**config.mk**
```make
export PLATFORM = sky130hd
export DESIGN_NAME = audio_irq_aggr
export DESIGN_NICKNAME = d
export VERILOG_FILES = /design/src/rtl/audio_irq_pkg.sv /design/src/rtl/irq_ctl_src.sv /design/src/rtl/irq_strm_src.sv /design/src/rtl/irq_ctl_reg.sv /design/src/rtl/irq_line.sv /design/src/rtl/audio_irq_aggr.sv
export SDC_FILE = /design/constraint.sdc
export NUM_CORES = 1
export LEC_CHECK = 0
export BUFFER_PORTS_ARGS = -buffer_cell sky130_fd_sc_hd__buf_2
export CELL_PAD_IN_SITES_DETAIL_PLACEMENT = 0
export CELL_PAD_IN_SITES_GLOBAL_PLACEMENT = 1
export CORE_UTILIZATION = 20
export CTS_CLUSTER_DIAMETER = 60
export DETAILED_ROUTE_END_ITERATION = 7
export GPL_TIMING_DRIVEN = 0
export PLACE_DENSITY = 0.87
export SLEW_MARGIN = 0
export SYNTH_ARGS = -nofsm -noshare
export SYNTH_HDL_FRONTEND = slang
export SYNTH_HIERARCHICAL = 1
export SYNTH_SLANG_ARGS = --single-unit
```
**constraint.sdc**
```tcl
create_clock -name clk_i -period 2.27 [get_ports clk_i]
set_input_delay 0.454 -clock clk_i [delete_from_list [all_inputs] [get_ports clk_i]]
set_output_delay 0.454 -clock clk_i [all_outputs]
set_load 0.02 [all_outputs]
```
**src/rtl/audio_irq_pkg.sv**
```systemverilog
package audio_irq_pkg;
  localparam int unsigned WORD_W  = 32;
  localparam int unsigned GIS_BIT = 31;
  localparam int unsigned CIS_BIT = 30;
  localparam int unsigned FLD_W   = 3;  // completion, fifo error, descriptor error
  localparam int unsigned RSP_W   = 2;  // response, overrun
endpackage

```
**src/rtl/irq_ctl_src.sv**
```systemverilog
module irq_ctl_src
  import audio_irq_pkg::*;
#(
  parameter int unsigned NUM_CODEC = 4
) (
  input  logic [RSP_W-1:0]     rsp_sts_i,
  input  logic [RSP_W-1:0]     rsp_ctl_i,
  input  logic [NUM_CODEC-1:0] codec_chg_i,
  input  logic [NUM_CODEC-1:0] wake_en_i,
  output logic                 cis_o
);
  logic rsp_hit, codec_hit;
  always_comb begin
    rsp_hit   = |(rsp_sts_i & rsp_ctl_i);
    codec_hit = |(codec_chg_i & wake_en_i);
    cis_o     = rsp_hit | codec_hit;
  end
endmodule

```
**src/rtl/irq_strm_src.sv**
```systemverilog
module irq_strm_src
  import audio_irq_pkg::*;
#(
  parameter int unsigned NUM_STRM = 8
) (
  input  logic [FLD_W*NUM_STRM-1:0] strm_sts_i,
  input  logic [FLD_W*NUM_STRM-1:0] strm_ctl_i,
  output logic [NUM_STRM-1:0]       strm_hit_o
);
  for (genvar s = 0; s < NUM_STRM; s++) begin : g_strm
    assign strm_hit_o[s] = |(strm_sts_i[FLD_W*s +: FLD_W] & strm_ctl_i[FLD_W*s +: FLD_W]);
  end
endmodule

```
**src/rtl/irq_ctl_reg.sv**
```systemverilog
module irq_ctl_reg
  import audio_irq_pkg::*;
#(
  parameter int unsigned NUM_STRM = 8
) (
  input  logic              clk_i,
  input  logic              rst_ni,
  input  logic              we_i,
  input  logic [WORD_W-1:0] wdata_i,
  output logic [WORD_W-1:0] ctl_o
);
  localparam logic [WORD_W-1:0] IMPL_MASK =
    (WORD_W'(1) << GIS_BIT) | (WORD_W'(1) << CIS_BIT) | ((WORD_W'(1) << NUM_STRM) - WORD_W'(1));

  logic [WORD_W-1:0] ctl_q;
  always_ff @(posedge clk_i or negedge rst_ni) begin
    if (!rst_ni)   ctl_q <= '0;
    else if (we_i) ctl_q <= wdata_i & IMPL_MASK;
  end
  assign ctl_o = ctl_q;

  a_r7_load: assert property (@(posedge clk_i) disable iff (!rst_ni)
    we_i |=> (ctl_o == ($past(wdata_i) & IMPL_MASK)));
  a_r7_hold: assert property (@(posedge clk_i) disable iff (!rst_ni)
    !we_i |=> $stable(ctl_o));
endmodule

```
**src/rtl/irq_line.sv**
```systemverilog
module irq_line
  import audio_irq_pkg::*;
(
  input  logic              clk_i,
  input  logic              rst_ni,
  input  logic [WORD_W-1:0] sts_i,
  input  logic [WORD_W-1:0] ctl_i,
  output logic              irq_o
);
  // bit 31 of status is excluded: it must not gate the line
  logic fire;
  assign fire = ctl_i[GIS_BIT] & (|(sts_i[CIS_BIT:0] & ctl_i[CIS_BIT:0]));

  always_ff @(posedge clk_i or negedge rst_ni) begin
    if (!rst_ni) irq_o <= 1'b0;
    else         irq_o <= fire;
  end

  a_r5_needs_gie: assert property (@(posedge clk_i) disable iff (!rst_ni)
    irq_o |-> $past(ctl_i[GIS_BIT]));
  a_r6_no_enable_no_line: assert property (@(posedge clk_i) disable iff (!rst_ni)
    (sts_i[CIS_BIT:0] & ctl_i[CIS_BIT:0]) == '0 |=> !irq_o);
endmodule

```
**src/rtl/audio_irq_aggr.sv**
```systemverilog
module audio_irq_aggr
  import audio_irq_pkg::*;
#(
  parameter int unsigned NUM_STRM  = 8,
  parameter int unsigned NUM_CODEC = 4
) (
  input  logic                      clk_i,
  input  logic                      rst_ni,
  input  logic [RSP_W-1:0]          rsp_sts_i,
  input  logic [RSP_W-1:0]          rsp_ctl_i,
  input  logic [NUM_CODEC-1:0]      codec_chg_i,
  input  logic [NUM_CODEC-1:0]      wake_en_i,
  input  logic [FLD_W*NUM_STRM-1:0] strm_sts_i,
  input  logic [FLD_W*NUM_STRM-1:0] strm_ctl_i,
  input  logic                      ictl_we_i,
  input  logic [WORD_W-1:0]         ictl_wdata_i,
  output logic [WORD_W-1:0]         ictl_o,
  output logic [WORD_W-1:0]         int_sts_o,
  output logic                      irq_o
);
  localparam int unsigned PAD_W = CIS_BIT - NUM_STRM;

  logic                cis;
  logic [NUM_STRM-1:0] strm_hit;

  irq_ctl_src #(.NUM_CODEC(NUM_CODEC)) u_ctl_src (
    .rsp_sts_i  (rsp_sts_i),
    .rsp_ctl_i  (rsp_ctl_i),
    .codec_chg_i(codec_chg_i),
    .wake_en_i  (wake_en_i),
    .cis_o      (cis)
  );

  irq_strm_src #(.NUM_STRM(NUM_STRM)) u_strm_src (
    .strm_sts_i(strm_sts_i),
    .strm_ctl_i(strm_ctl_i),
    .strm_hit_o(strm_hit)
  );

  irq_ctl_reg #(.NUM_STRM(NUM_STRM)) u_ctl_reg (
    .clk_i  (clk_i),
    .rst_ni (rst_ni),
    .we_i   (ictl_we_i),
    .wdata_i(ictl_wdata_i),
    .ctl_o  (ictl_o)
  );

  always_comb begin
    int_sts_o = {1'b0, cis, {PAD_W{1'b0}}, strm_hit};
    int_sts_o[GIS_BIT] = |int_sts_o[CIS_BIT:0];
  end

  irq_line u_line (
    .clk_i (clk_i),
    .rst_ni(rst_ni),
    .sts_i (int_sts_o),
    .ctl_i (ictl_o),
    .irq_o (irq_o)
  );

  a_r1_rsp_cis: assert property (@(posedge clk_i) disable iff (!rst_ni)
    (|(rsp_sts_i & rsp_ctl_i)) |-> int_sts_o[CIS_BIT]);
  a_r2_codec_cis: assert property (@(posedge clk_i) disable iff (!rst_ni)
    (|(codec_chg_i & wake_en_i)) |-> int_sts_o[CIS_BIT]);
  a_r3_strm0: assert property (@(posedge clk_i) disable iff (!rst_ni)
    (|(strm_sts_i[FLD_W-1:0] & strm_ctl_i[FLD_W-1:0])) == int_sts_o[0]);
  a_r4_gis: assert property (@(posedge clk_i) disable iff (!rst_ni)
    int_sts_o[GIS_BIT] == (int_sts_o[CIS_BIT:0] != '0));
  a_r9_pad_zero: assert property (@(posedge clk_i) disable iff (!rst_ni)
    int_sts_o[CIS_BIT-1:NUM_STRM] == '0);
endmodule

```
==> summary.txt <==
STA
  • TNS Setup: 0 ps
  • Final setup violation count: 0
  • RSZ-0062 raised after global routing: no
  • Final Critical Period: 2120 ps
  • Fin crit share: 0.933
  • Worst Hold Margin: about 82 ps
  • Slew Viols, Final: 0
  • Clock skew: 1.25 ps
  • Final hold viol count: 0
  • Highest Clock Rate: 0.472 GHz

Final layout
  • N_diodes: 0
  • NumNets Final: 368
  • Layout area overhead: 75.2%
  • Non-filler cells in the finished layout: 342
  • Core Util, Final: 0.371
  • Fillcell total: 562
  • Fraction of layout cells with a size suffix above 1: 0.566

Yosys
  • Yosys cell types: 16
  • Mapped Area: between 0.001 and 0.0015 mm2
  • Synthesized flop and latch total: 11
  • Average size of a mapped cell: 9.90 um2
  • Mapped Cells: between 100 and 150
  • Synth Warn #: 6
  • Sequential share of the synthesized area: 0.248

Power and ir drop
  • Peak supply drop: between 0.0002 and 0.00025 V
  • Lkg Pwr: 1.16 nW
  • Cell Pwr Density: around 420 mW/mm2

Routing
  • DR DRC count: 0
  • Post-route ant nets: 0
  • Initial DRC count: 25
  • Via density: 3.63
  • Drt total wl: 3.33 mm
  • First drt pass iteration count: 4
  • Post-DR wirelength/cell: ~10 um
  • Via count: 1242

GRT
  • First-pass GRT wire length: about 5.0 mm
  • Number of global-route vias before repair: 1091
  • Overflow after GRT: 0
  • Largest net degree at the start of global routing: 12
  • Initial antenna violation count: 0
  • GR Util All Layers: 0.108

Floorplan
  • Die W: 76.5 um
  • Ports: 160
  • Initial Utilization: 0.212
  • Die Span Y: 76.5 um
  • Num rows: 26
  • Core area: 0.00524 mm2
  • Die area: 0.00584 mm2

Place
  • Placed cells: 338
  • Placer Congestion: 0.710
  • DP Wirelength: 3.03 mm
  • I/O Buffers: 92

Worst setup path
  • WP data required: around 1800 ps
  • Slowest cell delay on critical path: 350 ps
  • CP Class: input port to output port
  • CP arrival: 1660 ps
  • CP Cell Sequence: buf_2 -> a222oi_1 -> inv_1 -> nor4_1 -> nand3_1 -> buf_2
  • Worst Setup Start Kind: input port
  • CP Max Fanout: 3
  • Worst path most repeated cell: buf_2
  • Critical Path Sink Type: output port
  • Slowest CP cell: nor4_1

Clock tree
  • TritonCTS clock tree: yes
  • Clock transition at path regs: 50 ps
  • Root Buffer: clkbuf_8
  • Clk buf depth: 2
  • H-tree depth: 1
  • Setup bufs post-CTS: 0
  • Sink Count: 11
  • Clk Latency, worst-skew pair: around 230 ps
  • Post-CTS sizing: 0
  • CTS Hold Bufs: 0
  • Number of CTS-inserted buffers: 3

Status
  • Outcome: completed

Flow run
  • Max Cap Viol: 0

Hold path
  • Hold Path Class: input port to async pin
cell usage after synthesis, drive strengths merged:
cell,count,share of area
buf,46,0.31
a22oi,11,0.074
dfrtp,11,0.25
mux2,10,0.14
a222oi,9,0.081
inv,8,0.027
a221oi,3,0.041
a22o,3,0.024
nand4,3,0.017
conb,2,0.0068
nand3,2,0.0090
nor2,1,0.0034
nor3,1,0.0045
nor4,1,0.0056
o31a,1,0.0079
metal layers:
| metal | track usage | routed length (um) | up-vias |
|---|---|---|---|
| met5 | 0 | 0 | - |
| met4 | 0.0346 | 23 | 0 |
| met3 | 0.0204 | 318 | 2 |
| li1 | - | - | 632 |
| met2 | 0.203 | 1660 | 83 |
| met1 | 0.122 | 1330 | 525 |
cell type report:
cell class | instances | area (um2) | share of cell area
buffer | 46 | 349 | 0.180
clock buffer | 4 | 45.0 | 0.0232
multi-input combinational | 111 | 694 | 0.358
tap | 70 | 87.6 | 0.0451
sequential | 11 | 275 | 0.142
timing repair buffer | 92 | 460 | 0.237
inverter | 8 | 30.0 | 0.0155
critical path, delay by kind of cell:
family	cells	cell delay, ps
buffers and inverters	3	430
AOI/OAI and AO/OA	1	310
and+or+nand+nor	2	460
flip-flops by register name, indices dropped and copies added, names as in the netlist:
signal	count
u_ctl_reg/ctl_o	10
u_line/irq_o	1
through the flow:
step           cell area [um2]  total power [W]  setup WS, ps
2_1_floorplan             1350         0.000495           365
3_3_place_gp              1900         0.000607           119
3_5_place_dp              1900         0.000612           105
4_1_cts                   1940         0.000812           108
5_1_grt                   1940         0.000856          38.2
6_report                  1940         0.000807           153
placed cells by master, fill, tap and decap left out:
master / count
buf_2: 92
conb_1: 66
buf_4: 45
dfrtp_1: 11
a22oi_1: 11
mux2_4: 10
a222oi_1: 9
inv_1: 8
clkbuf_8: 3
nand4_1: 3
a22o_1: 3
a221oi_2: 3
nand3_1: 2
nor2_1: 1
nor4_1: 1
nor3_1: 1
clkbuf_1: 1
buf_6: 1
o31a_1: 1
path summary, 6_finish.rpt:
path	from	end	slack [ps]	cells after the start
setup / recovery	strm_sts_i[9]	int_sts_o[31]	150	6
hold / removal	rst_ni	u_ctl_reg/ctl_o[30]$_DFFE_PN0P_	80	1
setup reg to reg	u_ctl_reg/ctl_o[6]$_DFFE_PN0P_	u_line/irq_o$_DFF_PN0_	870	4
max in group asynchronous	rst_ni	u_line/irq_o$_DFF_PN0_	1980	1
hold reg to reg	u_ctl_reg/ctl_o[31]$_DFFE_PN0P_	u_line/irq_o$_DFF_PN0_	530	1
min in group clk_i	ictl_wdata_i[7]	u_ctl_reg/ctl_o[7]$_DFFE_PN0P_	450	2
cells by family after synthesis:
group | Yosys count | synth area share
other | 2 | 0.00677
buffers and inverters | 54 | 0.342
AOI/OAI and AO/OA | 27 | 0.228
muxes | 10 | 0.135
DFF | 11 | 0.248
and+or+nand+nor | 8 | 0.0395
where the power goes:
part | internal [W] | switching (W)
clock | 0.000123 | 0.0000712
sequential | 0.000216 | 0.0000168
combinational | 0.000176 | 0.000203
Power figures use the tool's default switching activity.
